`config.mk`:
```
export PLATFORM = sky130hd
export DESIGN_NAME = vbi_line_gate
export DESIGN_NICKNAME = d
export VERILOG_FILES = /design/src/rtl/vlg_pkg.sv /design/src/rtl/vlg_line_counter.sv /design/src/rtl/vlg_range_decode.sv /design/src/rtl/vbi_line_gate.sv
export SDC_FILE = /design/constraint.sdc
export NUM_CORES = 1
export LEC_CHECK = 0
export ABC_AREA = 1
export ABC_CLOCK_PERIOD_IN_PS = 3900
export BUFFER_PORTS_ARGS = -buffer_cell sky130_fd_sc_hd__buf_4
export CAP_MARGIN = 5
export CORE_ASPECT_RATIO = 0.8
export CORE_MARGIN = 2
export CORE_UTILIZATION = 60
export CTS_BUF_LIST = sky130_fd_sc_hd__clkbuf_4 sky130_fd_sc_hd__clkbuf_8
export DETAILED_ROUTE_END_ITERATION = 12
export PLACE_DENSITY = 0.76
export RECOVER_POWER = 100
export SYNTH_ARGS = -nofsm -noshare
export SYNTH_HDL_FRONTEND = slang
export SYNTH_HIERARCHICAL = 1
export SYNTH_SLANG_ARGS = --single-unit
```
`constraint.sdc`:
```
create_clock -name clk -period 3.9 [get_ports clk]
set_input_delay 0.78 -clock clk [delete_from_list [all_inputs] [get_ports clk]]
set_output_delay 0.78 -clock clk [all_outputs]
set_load 0.02 [all_outputs]
```
`src/rtl/vlg_pkg.sv`:
```
package vlg_pkg;

   localparam int unsigned LINES_NTSC_IL = 525;
   localparam int unsigned LINES_PAL_IL  = 625;
   localparam int unsigned LINES_NTSC_NI = 262;
   localparam int unsigned LINES_PAL_NI  = 312;

   typedef enum logic [1:0] {
      M_NTSC_NI = 2'b00,
      M_NTSC_IL = 2'b01,
      M_PAL_NI  = 2'b10,
      M_PAL_IL  = 2'b11
   } scan_mode_e;

   function automatic scan_mode_e to_mode(input logic pal, input logic ilace);
      return scan_mode_e'({pal, ilace});
   endfunction

   function automatic int unsigned frame_lines(input scan_mode_e m);
      case (m)
         M_NTSC_IL: return LINES_NTSC_IL;
         M_PAL_IL:  return LINES_PAL_IL;
         M_NTSC_NI: return LINES_NTSC_NI;
         default:   return LINES_PAL_NI;
      endcase
   endfunction

endpackage

```
`src/rtl/vlg_line_counter.sv`:
```
module vlg_line_counter #(
   parameter int LINE_W = 10
) (
   input  logic              clk,
   input  logic              rst_n,
   input  logic              line_start,
   input  logic              frame_start,
   input  logic [LINE_W-1:0] total,
   output logic [LINE_W-1:0] line_q,
   output logic [LINE_W-1:0] next_line
);

   localparam logic [LINE_W-1:0] FIRST = LINE_W'(1);

   always_comb begin
      if (frame_start || line_q >= total)
         next_line = FIRST;
      else
         next_line = line_q + FIRST;
   end

   always_ff @(posedge clk or negedge rst_n) begin
      if (!rst_n)
         line_q <= '0;
      else if (line_start)
         line_q <= next_line;
   end

   // frame marker restarts numbering at line 1
   p_frame_restart_r2: assert property (@(posedge clk) disable iff (!rst_n)
      (line_start && frame_start) |=> (line_q == FIRST));

   // plain line start steps by one below the frame length
   p_line_step_r2: assert property (@(posedge clk) disable iff (!rst_n)
      (line_start && !frame_start && line_q != '0 && line_q < total)
      |=> (line_q == $past(line_q) + FIRST));

endmodule

```
`src/rtl/vlg_range_decode.sv`:
```
module vlg_range_decode
   import vlg_pkg::*;
#(
   parameter int LINE_W = 10
) (
   input  logic [LINE_W-1:0] line,
   input  scan_mode_e        mode,
   input  logic              vbi_en,
   input  logic              cap1_en,
   input  logic              cap2_en,
   output logic              vblank
);

   function automatic logic in_rng(input int l, input int lo, input int hi);
      return (l >= lo) && (l <= hi);
   endfunction

   int   ln;
   logic base_hit;
   logic open_hit;
   logic cap_hit;

   assign ln = int'(line);

   always_comb begin
      base_hit = 1'b0;
      open_hit = 1'b0;
      cap_hit  = 1'b0;
      case (mode)
         M_NTSC_IL: begin
            base_hit = in_rng(ln, 1, 21) || in_rng(ln, 263, 284);
            open_hit = in_rng(ln, 10, 21) || in_rng(ln, 273, 284);
            cap_hit  = (cap1_en && ln == 21) || (cap2_en && ln == 284);
         end
         M_PAL_IL: begin
            base_hit = in_rng(ln, 1, 23) || in_rng(ln, 311, 335) || in_rng(ln, 624, 625);
            open_hit = in_rng(ln, 6, 23) || in_rng(ln, 320, 335);
            cap_hit  = (cap1_en && ln == 22) || (cap2_en && ln == 335);
         end
         M_NTSC_NI: begin
            base_hit = in_rng(ln, 1, 17) || in_rng(ln, 261, 262);
            open_hit = in_rng(ln, 10, 21);
            cap_hit  = cap1_en && ln == 21;
         end
         default: begin
            base_hit = in_rng(ln, 1, 22) || in_rng(ln, 311, 312);
            open_hit = in_rng(ln, 7, 23);
            cap_hit  = cap1_en && ln == 22;
         end
      endcase
      vblank = !cap_hit && base_hit && !(vbi_en && open_hit);
   end

endmodule

```
`src/rtl/vbi_line_gate.sv`:
```
module vbi_line_gate
   import vlg_pkg::*;
#(
   parameter int LINE_W  = 10,
   parameter bit PIN_REG = 1'b0
) (
   input  logic clk,
   input  logic rst_n,
   input  logic line_start,
   input  logic frame_start,
   input  logic pal_std,
   input  logic interlace,
   input  logic vbi_en,
   input  logic cap1_en,
   input  logic cap2_en,
   input  logic blank_n,
   output logic blank_o
);

   localparam int MAX_LINES = int'(LINES_PAL_IL);

   generate
      if ((1 << LINE_W) <= MAX_LINES) begin : g_bad_width
         $error("vbi_line_gate: LINE_W too small for the longest frame");
      end
   endgenerate

   scan_mode_e        mode;
   logic [LINE_W-1:0] total;
   logic [LINE_W-1:0] line_q;
   logic [LINE_W-1:0] next_line;
   logic              dec_blank;
   logic              vblank_q;
   logic              pin_blank;

   assign mode  = to_mode(pal_std, interlace);
   assign total = LINE_W'(frame_lines(mode));

   vlg_line_counter #(.LINE_W(LINE_W)) i_cnt (
      .clk         (clk),
      .rst_n       (rst_n),
      .line_start  (line_start),
      .frame_start (frame_start),
      .total       (total),
      .line_q      (line_q),
      .next_line   (next_line)
   );

   vlg_range_decode #(.LINE_W(LINE_W)) i_dec (
      .line    (next_line),
      .mode    (mode),
      .vbi_en  (vbi_en),
      .cap1_en (cap1_en),
      .cap2_en (cap2_en),
      .vblank  (dec_blank)
   );

   always_ff @(posedge clk or negedge rst_n) begin
      if (!rst_n)
         vblank_q <= 1'b1;
      else if (line_start)
         vblank_q <= dec_blank;
   end

   generate
      if (PIN_REG) begin : g_pin_reg
         logic pin_q;
         always_ff @(posedge clk or negedge rst_n) begin
            if (!rst_n)
               pin_q <= 1'b0;
            else
               pin_q <= !blank_n;
         end
         assign pin_blank = pin_q;

         // registered pin variant blanks one cycle later
         p_pin_override_r8: assert property (@(posedge clk) disable iff (!rst_n)
            !blank_n |=> blank_o);
      end else begin : g_pin_comb
         assign pin_blank = !blank_n;

         // pin low blanks in the same cycle
         p_pin_override_r8: assert property (@(posedge clk) disable iff (!rst_n)
            !blank_n |-> blank_o);
      end
   endgenerate

   assign blank_o = vblank_q || pin_blank;

   // decision holds between line starts
   p_hold_between_r9: assert property (@(posedge clk) disable iff (!rst_n)
      !line_start |=> $stable(vblank_q));

   // line 1 is in the blanking interval of every mode
   p_line_one_blank_r3: assert property (@(posedge clk) disable iff (!rst_n)
      (line_q == LINE_W'(1)) |-> vblank_q);

endmodule

```
## After elaboration in Yosys (flattened, before gate mapping)

Index checks and enable logic that the tools add are counted.

| storage, ports and cells | value |
|---|---|
| flip-flop bits (word level) | 11 |
| output and inout bits | 1 |
| logic and storage cells | 70 |
| input bits | 10 |

| cells by class | value |
|---|---|
| mux-type cells | 5 |
| magnitude comparators | 20 |
| $add $sub $neg | 1 |
| reductions and logical operators | 36 |
| equal/unequal tests | 6 |

Operator list:

| operator | count |
|---|---|
| 10-bit by 9-bit greater-or-equal comparator with 1-bit output, second input constant | 5 |
| 10-bit by 5-bit <= comparator with 1-bit output, second input constant | 4 |
| 10-bit by 9-bit <= comparator with 1-bit output, second input constant | 4 |
| 10-bit one-hot mux with 3 select lines | 1 |
| 1-bit logical AND | 21 |
| 10-bit equality test, second input constant | 2 |
| 10-bit by 6-bit equality test with 1-bit output, second input constant | 2 |
| 10-bit by 3-bit greater-or-equal comparator with 1-bit output, second input constant | 2 |
| 1-bit logical OR | 11 |
| 10-bit by 1-bit adder with 10-bit output, second input constant | 1 |
| 10-bit by 1-bit greater-or-equal comparator with 1-bit output, second input constant | 1 |
| 10-bit greater-or-equal comparator | 1 |
| 10-bit greater-or-equal comparator, second input constant | 1 |
| 10-bit by 4-bit greater-or-equal comparator with 1-bit output, second input constant | 1 |
| 10-bit <= comparator, second input constant | 1 |
| 10-bit two-way mux | 1 |
| 1-bit one-hot mux with 3 select lines | 3 |
| 1-bit zero test | 3 |
| 2-bit by 1-bit equality test with 1-bit output, second input constant | 1 |
| 2-bit equality test, second input constant | 1 |
| 2-bit zero test | 1 |

## Longest topological paths before layout

Gate-level depths: netlist of the first run.

| depth | value |
|---|---|
| word-level depth | 12 |
| mapped depth | 29 |
| gate-level depth less buffers | 28 |

## Hierarchy

Netlist of the first run, hierarchy kept.

Modules (own cells, without submodules):

| module | times used | cells an instance | area an instance (µm²) | seq. area each (µm²) |
|---|---|---|---|---|
| vlg_line_counter | 1 | 147 | 940.9 | 250.2 |
| vlg_range_decode | 1 | 149 | 665.6 | 0.0 |
| vbi_line_gate | 1 | 22 | 162.7 | 26.3 |

## Least setup slack after synthesis of the first run

OpenSTA, ideal clock, no wires.

| timing path | value |
|---|---|
| kind | in2reg |
| from | input interlace |
| to | register vblank_q |
| setup slack | 492 ps |
| stages | 26 |
| buffers on the path | 0 |
| setup time | 60 ps |
| required time | 3840 ps |
| data arrival time | 3348 ps |
| cell sequence | inv_1 -> ha_1 -> or2_1 -> inv_1 -> ha_1 -> nand2_1 -> inv_1 -> nand2_1 -> nand2_1 -> nand2_1 -> nand3_4 -> a21oi_1 -> nand2_1 -> nor2_2 -> nand2_1 -> nand2_1 -> nand2_1 -> nand2_1 -> nand2_1 -> nand2_1 -> nand2_1 -> nand2_1 -> nand3_1 -> nand2_1 -> nand2_1 -> nand2_1 |

| between the ends | value |
|---|---|
| cells in the longest elaborated chain, start to end | 12 |
| elaborated cells on any way between the ends | 65 |
| those cells by class | order compare (20); eq/ne (6); mux (5); reduce/logical (34) |

Ends and longest elaborated chain:

| element | line | text |
|---|---|---|
| start: declaration | vbi_line_gate.sv:12 | `input logic interlace,` |
| 2-bit equality test (tied with other cells) | vlg_pkg.sv:20 | `case (m)` |
| 10-bit one-hot mux with 3 select lines * | vlg_pkg.sv:20 |  |
| net total[4] | vbi_line_gate.sv:29 | `logic [LINE_W-1:0] total;` |
| 10-bit greater-or-equal comparator * | vlg_line_counter.sv:16 | `if (frame_start \|\| line_q >= total)` |
| 1-bit logical OR * | vlg_line_counter.sv:16 |  |
| 10-bit two-way mux * | vlg_line_counter.sv:16 |  |
| net next_line[8] | vbi_line_gate.sv:31 | `logic [LINE_W-1:0] next_line;` |
| 10-bit by 1-bit greater-or-equal comparator with 1-bit output (tied with other cells) | vlg_range_decode.sv:15 | `return (l >= lo) && (l <= hi);` |
| 1-bit logical AND (on tied branches) | n/a |  |
| 1-bit logical OR (on tied branches) | n/a |  |
| 1-bit logical OR or 1-bit one-hot mux with 3 select lines (tied branches) | vlg_range_decode.sv:36, vlg_range_decode.sv:29 |  |
| 1-bit one-hot mux with 3 select lines (tied with other cells) | vlg_range_decode.sv:29 | `case (mode)` |
| 1-bit logical AND or 1-bit zero test (tied branches) | vlg_range_decode.sv:51 | `vblank = !cap_hit && base_hit && !(vbi_en && open_hit);` |
| 1-bit logical AND * | vlg_range_decode.sv:51 |  |
| net dec_blank | vbi_line_gate.sv:32 | `logic dec_blank;` |
| end signal: assignment | vbi_line_gate.sv:62 | `vblank_q <= dec_blank;` |
| end: declaration | vbi_line_gate.sv:33 | `logic vblank_q;` |

The timed path passes the listed nets; every way through them passes the cells marked *.
A chain may end at the register's enable or synchronous reset.

## Worst setup path after layout of the first run

Ends and elaborated chain as after synthesis.

==> results of run 1 <==
[placed cells by master (no fill, tap or decap), drive strengths merged]
cell type | netlist | final
nand4 | 5 | 5
conb | 1 | 1
nor2 | 54 | 54
nand3b | 2 | 2
nor3b | 1 | 1
a31oi | 1 | 1
o21bai | 1 | 1
nand2 | 118 | 118
and3 | 1 | 1
dfstp | 1 | 1
nor3 | 3 | 3
ha | 17 | 17
a21oi | 9 | 9
dfrtp | 10 | 10
o311ai | 1 | 1
xor2 | 2 | 2
or2 | 2 | 2
clkbuf | 0 | 7
o21ai | 7 | 7
inv | 50 | 50
nand3 | 27 | 27
nor4 | 1 | 1
buf | 2 | 18
clkinv | 1 | 1
o211ai | 1 | 1
[path summary, 6_finish.rpt]
path / from / to / slack, ps / cells after the start
setup reg to reg: i_cnt/line_q[0] / vblank_q / 980 / 19
setup / recovery: interlace / vblank_q / 270 / 25
min in group asynchronous: rst_n / i_cnt/line_q[9] / 500 / 1
hold reg to reg: vblank_q / vblank_q / 470 / 2
max in group asynchronous: rst_n / vblank_q / 3020 / 1
hold / removal: vblank_q / vblank_q / 470 / 2
[layout make-up]
class                      instances  area share (%)
clock buffer                       4            2.43
multi-input combinational        254            64.6
tap                               38            2.37
sequential                        11            13.8
inverter                          51            9.53
timing repair buffer              21            7.29
[logic make-up (layout without fill, tap and decap cells)]
kind of cell / Yosys count / count (layout)
fa+ha+maj: 17 / 17
compound gates: 20 / 20
simple gates: 214 / 214
buf+inv: 53 / 76
xor+xnor: 2 / 2
flops: 11 / 11
other cells: 1 / 1
[per-layer routing]
metal  part of all wire [%]  routed length [um]
met1                     50                2370
met2                     40                1870
met3                    9.1                 430
met4                   0.81                  38
met5                      0                   0
[per-stage QoR]
stage | instance area, sq um | std cells | utilization (%) | setup slack [ps]
floorplan | 1770 | 318 | - | 492
detailed placement | 1960 | 375 | 70.5 | 63.6
finish | 2010 | 379 | 72.1 | 275
CTS | 2010 | 379 | 72.2 | 312
global route | 2010 | 379 | 72.1 | 8.25
global placement | 1960 | 375 | 70.5 | 76.8
[what timing repair did]
| action | CTS | global route |
|---|---|---|
| endpoints found under the hold margin | 0 | 0 |
| buffers inserted | 0 | 0 |
| resized for setup | 0 | 3 |
| hold buffers | 0 | 0 |
| setup endpoints to repair | 0 | 1 |
[report_power, final]
| part | switching, uW | total (uW) | internal [uW] | leakage, uW |
|---|---|---|---|---|
| registers | 11.7 | 134 | 122 | 0.000146 |
| clock network | 41.1 | 120 | 78.6 | 0.0000262 |
| logic | 88.1 | 144 | 56.0 | 0.000968 |
| total | 141 | 398 | 257 | 0.00114 |
[state kept, by name, summed over array words and instances, names as in the netlist]
signal and flops:
i_cnt/line_q 10, vblank_q 1
[worst max-delay path, cell delays in order]
cell and delay (ps):
sky130_fd_sc_hd__buf_4 120, sky130_fd_sc_hd__inv_1 70, sky130_fd_sc_hd__ha_1 220, sky130_fd_sc_hd__or2_1 250
sky130_fd_sc_hd__inv_1 70, sky130_fd_sc_hd__ha_1 240, sky130_fd_sc_hd__nand2_1 90, sky130_fd_sc_hd__inv_1 40
sky130_fd_sc_hd__nand2_1 50, sky130_fd_sc_hd__nand2_1 50, sky130_fd_sc_hd__nand2_1 130, sky130_fd_sc_hd__nand3_4 150
sky130_fd_sc_hd__nor2_2 370, sky130_fd_sc_hd__nor2_2 130, sky130_fd_sc_hd__o21ai_0 270, sky130_fd_sc_hd__nor2_1 120
sky130_fd_sc_hd__nand2_2 70, sky130_fd_sc_hd__nand2_1 50, sky130_fd_sc_hd__nand2_1 100, sky130_fd_sc_hd__nand2_1 60
sky130_fd_sc_hd__nand3_1 70, sky130_fd_sc_hd__nand3_1 90, sky130_fd_sc_hd__nand2_1 90, sky130_fd_sc_hd__nand2_1 60
sky130_fd_sc_hd__nand2_1 60
==> results.yml, run 1 <==
grt:
  wire_length_of_the_first_global_routing_pass_mm: 7.89
  grt.total_usage_pct: 30.4
  initial_antenna_violation_count: 0
  grt-ovfl-total: 0
  first_global_vias: 1708
  global_route.peak_usage_layer: "met1"
  met3_usage_pct: 2.37
  use_met2_pct: 45.9
  largest_net_degree_at_the_start_of_global_routing: 14
  grt_util_met1_pct: 46.6
sta:
  setup_violation_total_in_the_final_timing_report: 0
  min_period_ps: 3630
  timing_hold_violations_final: 0
  worst_clock_skew_ps: 3.78
  min_period_over_period_pct: 93.0
  holdWs_ps: 469
  setup-tns-final_ps: 0
  clock.fmax_mhz: 276
  max_slew.worst_pin.slew_ps: 560
  rsz0062_at_grt: "no"
  final-max-slew-violation-count: 0
  relSlewSlack_pct: 62.7
setup_path:
  cp_data_arrival_time_ps: 3800
  required_ps: 4080
  worst-path-max-fanout: 9
  timing_worst_setup_path_type: "in -> reg"
  timing.critical_path.from_type: "input pin"
  setup.worst_path.end_class: "register"
power:
  peakVddDrop_mv: 0.196
  powerDensity_nw_per_um2: 198
  total_power_uw: 398
  standby_leakage_power_uw: 0.00114
synth:
  synth_ff_type: "sky130_fd_sc_hd__dfrtp_1"
  synthDominantAreaCellType: "sky130_fd_sc_hd__nand2_1"
  synth.area.top_cells: "sky130_fd_sc_hd__nand2_1 (24%), sky130_fd_sc_hd__dfrtp_1 (14%), sky130_fd_sc_hd__ha_1 (12%)"
  synth_compound_gate_area_share_pct: 6.22
  synth_top_family_by_area: "simple AND/OR/NAND/NOR gates"
  synth_xor_xnor_area_share_pct: 0.990
  top_area_cell_type_share_of_the_netlist_area_pct: 24.4
  synthesized_net_count: 345
  synth.most_common_cell: "sky130_fd_sc_hd__nand2_1"
  yosys_warnings: 6
  synth-seq-cells: 11
  synth_mux_area_share_pct: 0
  synthesized_netlist_cell_count: 318
  post_synth_edffs: 0
  post_synth.cell_area_avg_sq_um: 5.56
  async_flop_share_pct: 100
  share_of_synthesized_cell_area_in_full_adder_half_adder_and_majority_cells_pct: 12.0
  post_synth_instance_area_sq_um: 1770
  synth_sequential_area_ratio_pct: 15.6
  yosys.area_share.simple_pct: 53.5
  synth_cell_types: 30
  netlist_top_cells_count: "sky130_fd_sc_hd__nand2_1 (115), sky130_fd_sc_hd__inv_1 (47), sky130_fd_sc_hd__nor2_1 (41)"
die:
  ioPinCount: 11
  initial_util_pct: 63.5
  core_area_sq_um: 2790
  rows: 17
  dieArea_sq_um: 3400
  die_height_um: 52.6
  die_w_um: 64.7
clocking:
  clock_tree_from_tritoncts: "yes"
  numClockSinks: 11
  cts_root_buf: "sky130_fd_sc_hd__clkbuf_8"
  clock_tree.htree_level_count: 1
  cts_buffers: 3
  clk_latency_ps: 240
  cts_clock_pin_slew_for_the_worst_setup_and_hold_paths_ps: 50
  clock_path_buffers: 2
layout:
  syn2layout_area_growth_pct: 13.6
  filler_cell_count: 273
  multiInputGateArea_sq_um: 1300
  number_of_nets_in_the_finished_design: 369
  proportion_of_layout_cells_with_a_drive_suffix_above_1_pct: 12.9
  seq_area_sq_um: 277
  num_antenna_cells: 0
drt:
  num_vias: 2003
  drtIter0Drc: 143
  route.detailed.drc: 0
  detail-route-antenna-nets: 0
  via_density_per_instance: 5.28
  detail_route.wirelength_mm: 4.71
  drt-pass1-iter-count: 4
  route.detailed.wl_per_inst_um: 12.4
flow_run:
  max_cap_viol_count: 0
placed_design:
  dpl_hpwl_mm: 3.83
  io_buffers: 10
  finalWeightedCongestion: 1.04
hold_path:
  hp-class: "reg -> reg"
status:
  outcome: "finished, final reports clean"
(Power assumes the default switching activity.)
==> inputs of run 2 (changes only) <==
Settings changed: ABC_CLOCK_PERIOD_IN_PS 3900 to 3470, CORE_UTILIZATION 60 to 40, PLACE_DENSITY 0.76 to 0.53.
Clock period 3.9 ns to 3.47 ns, I/O delays scaled along.
==> results.yml, run 2 (synthesis results as in run 1) <==
die:
  ioPinCount: 11
  die_height_um: 63.5
  initial_util_pct: 42.1
  die_w_um: 78.4
  rows: 21
  core_area_sq_um: 4200
  dieArea_sq_um: 4970
flow_run:
  max_cap_viol_count: 0
sta:
  timing_hold_violations_final: 0
  min_period_ps: 3330
  final-max-slew-violation-count: 0
  clock.fmax_mhz: 301
  relSlewSlack_pct: 59.6
  min_period_over_period_pct: 95.9
  max_slew.worst_pin.slew_ps: 605
  setup_violation_total_in_the_final_timing_report: 0
  worst_clock_skew_ps: 0.562
layout:
  post_layout_inst_area_sq_um: 2680
  layout_common_cells: "sky130_fd_sc_hd__nand2_1 (96), sky130_fd_sc_hd__buf_4 (60), sky130_fd_sc_hd__inv_1 (37)"
  final_core_utilization_pct: 63.8
  regMostFlops: "i_cnt/line_q"
  layout.cells.most_common: "sky130_fd_sc_hd__nand2_1"
  number_of_flip_flops_under_the_largest_register_name: 10
  largest_registers_in_the_final_layout: "i_cnt/line_q (10), vblank_q (1)"
  proportion_of_layout_cells_with_a_drive_suffix_above_1_pct: 39.2
  number_of_nets_in_the_finished_design: 413
  num_antenna_cells: 0
  syn2layout_area_growth_pct: 51.6
grt:
  wire_length_of_the_first_global_routing_pass_mm: 9.46
  first_global_vias: 2052
  grt-ovfl-total: 0
  grt.total_usage_pct: 23.6
  largest_net_degree_at_the_start_of_global_routing: 14
  initial_antenna_violation_count: 0
drt:
  via_density_per_instance: 4.90
  route.detailed.drc: 0
  detail_route.wirelength_mm: 5.88
  detail-route-antenna-nets: 0
  drtIter0Drc: 145
  num_vias: 2164
  drt-pass1-iter-count: 4
  route.detailed.wl_per_inst_um: 13.3
setup_path:
  reg2reg_setup_slack_ps: 750
  r2r_end: "vblank_q"
  crit_slowest_cell: "sky130_fd_sc_hd__or2_1"
  worst-path-max-fanout: 5
  required_ps: 3660
  critPathTopFamily: "simple AND/OR/NAND/NOR gates"
  cp_common_cell: "sky130_fd_sc_hd__nand2_1"
  timing.reg2reg.worst_path_depth: 23
  timing.critical_path.from_type: "input pin"
  timing_worst_setup_path_type: "in -> reg"
  timing.critical_path.buf_inv: 8
  setup.worst_path.end_class: "register"
  cp_data_arrival_time_ps: 3510
  rr_startpoint: "i_cnt/line_q[7]"
  critPathMaxStageDelay_ps: 220
clocking:
  cts_clock_pin_slew_for_the_worst_setup_and_hold_paths_ps: 50
  cts_buffers: 3
  clk_latency_ps: 240
  clock_tree.htree_level_count: 1
  cts_hold_buf: 0
  clock_tree_from_tritoncts: "yes"
  numClockSinks: 11
  clock_path_buffers: 2
  cts_root_buf: "sky130_fd_sc_hd__clkbuf_8"
status:
  outcome: "finished, final reports clean"
power:
  powerDensity_nw_per_um2: 193
  peakVddDrop_mv: 0.280
  total_power_uw: 518
  standby_leakage_power_uw: 0.00142
placed_design:
  io_buffers: 10
  finalWeightedCongestion: 1.00
  dpl_hpwl_mm: 4.55
  dpl_cell_area_sq_um: 2240
hold_path:
  hp-class: "in -> async"
run 2: worst max-delay path by stage:
stage,cells past startpoint,endpoint,startpoint
after floorplan,26,vblank_q,interlace
after global placement,23,vblank_q,interlace
after detailed placement,26,vblank_q,pal_std
after CTS,26,vblank_q,pal_std
after global routing,29,vblank_q,pal_std
final,29,vblank_q,pal_std
run 2: layout make-up:
type / count / area, sq um
Inverter: 51 / 199
Fill cell: 387 / 1520
Timing Repair Buffer: 64 / 480
Clock inverter: 1 / 5.00
Clock buffer: 3 / 41.3
Tap cell: 57 / 71.3
Sequential cell: 11 / 277
Multi-Input combinational cell: 255 / 1610
run 2: metal layers:
layer	GRT usage, %	part of all wire [%]
met1	36.1	49
met5	0	0
met2	35.7	43
met4	3.73	0.36
met3	3.01	7.4
run 2: power breakdown:
part           total, uW  switching (uW)  internal (uW)
clock                128            49.5           78.9
combinational        238             135            104
sequential           151            13.2            138
run 2: worst register-to-register path: stages (launching register included):
cell and delay (ps):
sky130_fd_sc_hd__dfrtp_1 460, sky130_fd_sc_hd__ha_1 290, sky130_fd_sc_hd__nand2_1 80, sky130_fd_sc_hd__a21oi_2 50, sky130_fd_sc_hd__nor2_2 160, sky130_fd_sc_hd__buf_4 150, sky130_fd_sc_hd__nand3_4 120, sky130_fd_sc_hd__nor2_1 190
sky130_fd_sc_hd__buf_4 190, sky130_fd_sc_hd__nand2_1 70, sky130_fd_sc_hd__nand2_2 80, sky130_fd_sc_hd__nor2_4 50, sky130_fd_sc_hd__buf_4 130, sky130_fd_sc_hd__nand2_1 70, sky130_fd_sc_hd__nand2_1 50, sky130_fd_sc_hd__nand2_1 60
sky130_fd_sc_hd__nand2_1 50, sky130_fd_sc_hd__inv_1 50, sky130_fd_sc_hd__nand2_1 40, sky130_fd_sc_hd__nand2_1 60, sky130_fd_sc_hd__nand3_2 90, sky130_fd_sc_hd__nand2_2 80, sky130_fd_sc_hd__nand2_1 40, sky130_fd_sc_hd__nand2_1 60
run 2: through the flow:
step                TNS (ps)  worst slack [ps]  hold WS (ps)  instances
floorplan                  0               148           398        318
global placement        -152              -152           467        428
detailed placement      -154              -154           465        428
CTS                        0              80.3           277        432
global route           -36.1             -36.1           477        442
finish                     0               143           434        442
run 2: timing repair:
| action | in CTS | in global routing |
|---|---|---|
| hold endpoints to repair | 0 | 0 |
| endpoints found under the setup margin | 0 | 1 |
| gates resized for setup | 0 | 91 |
| buffers inserted | 0 | 9 |
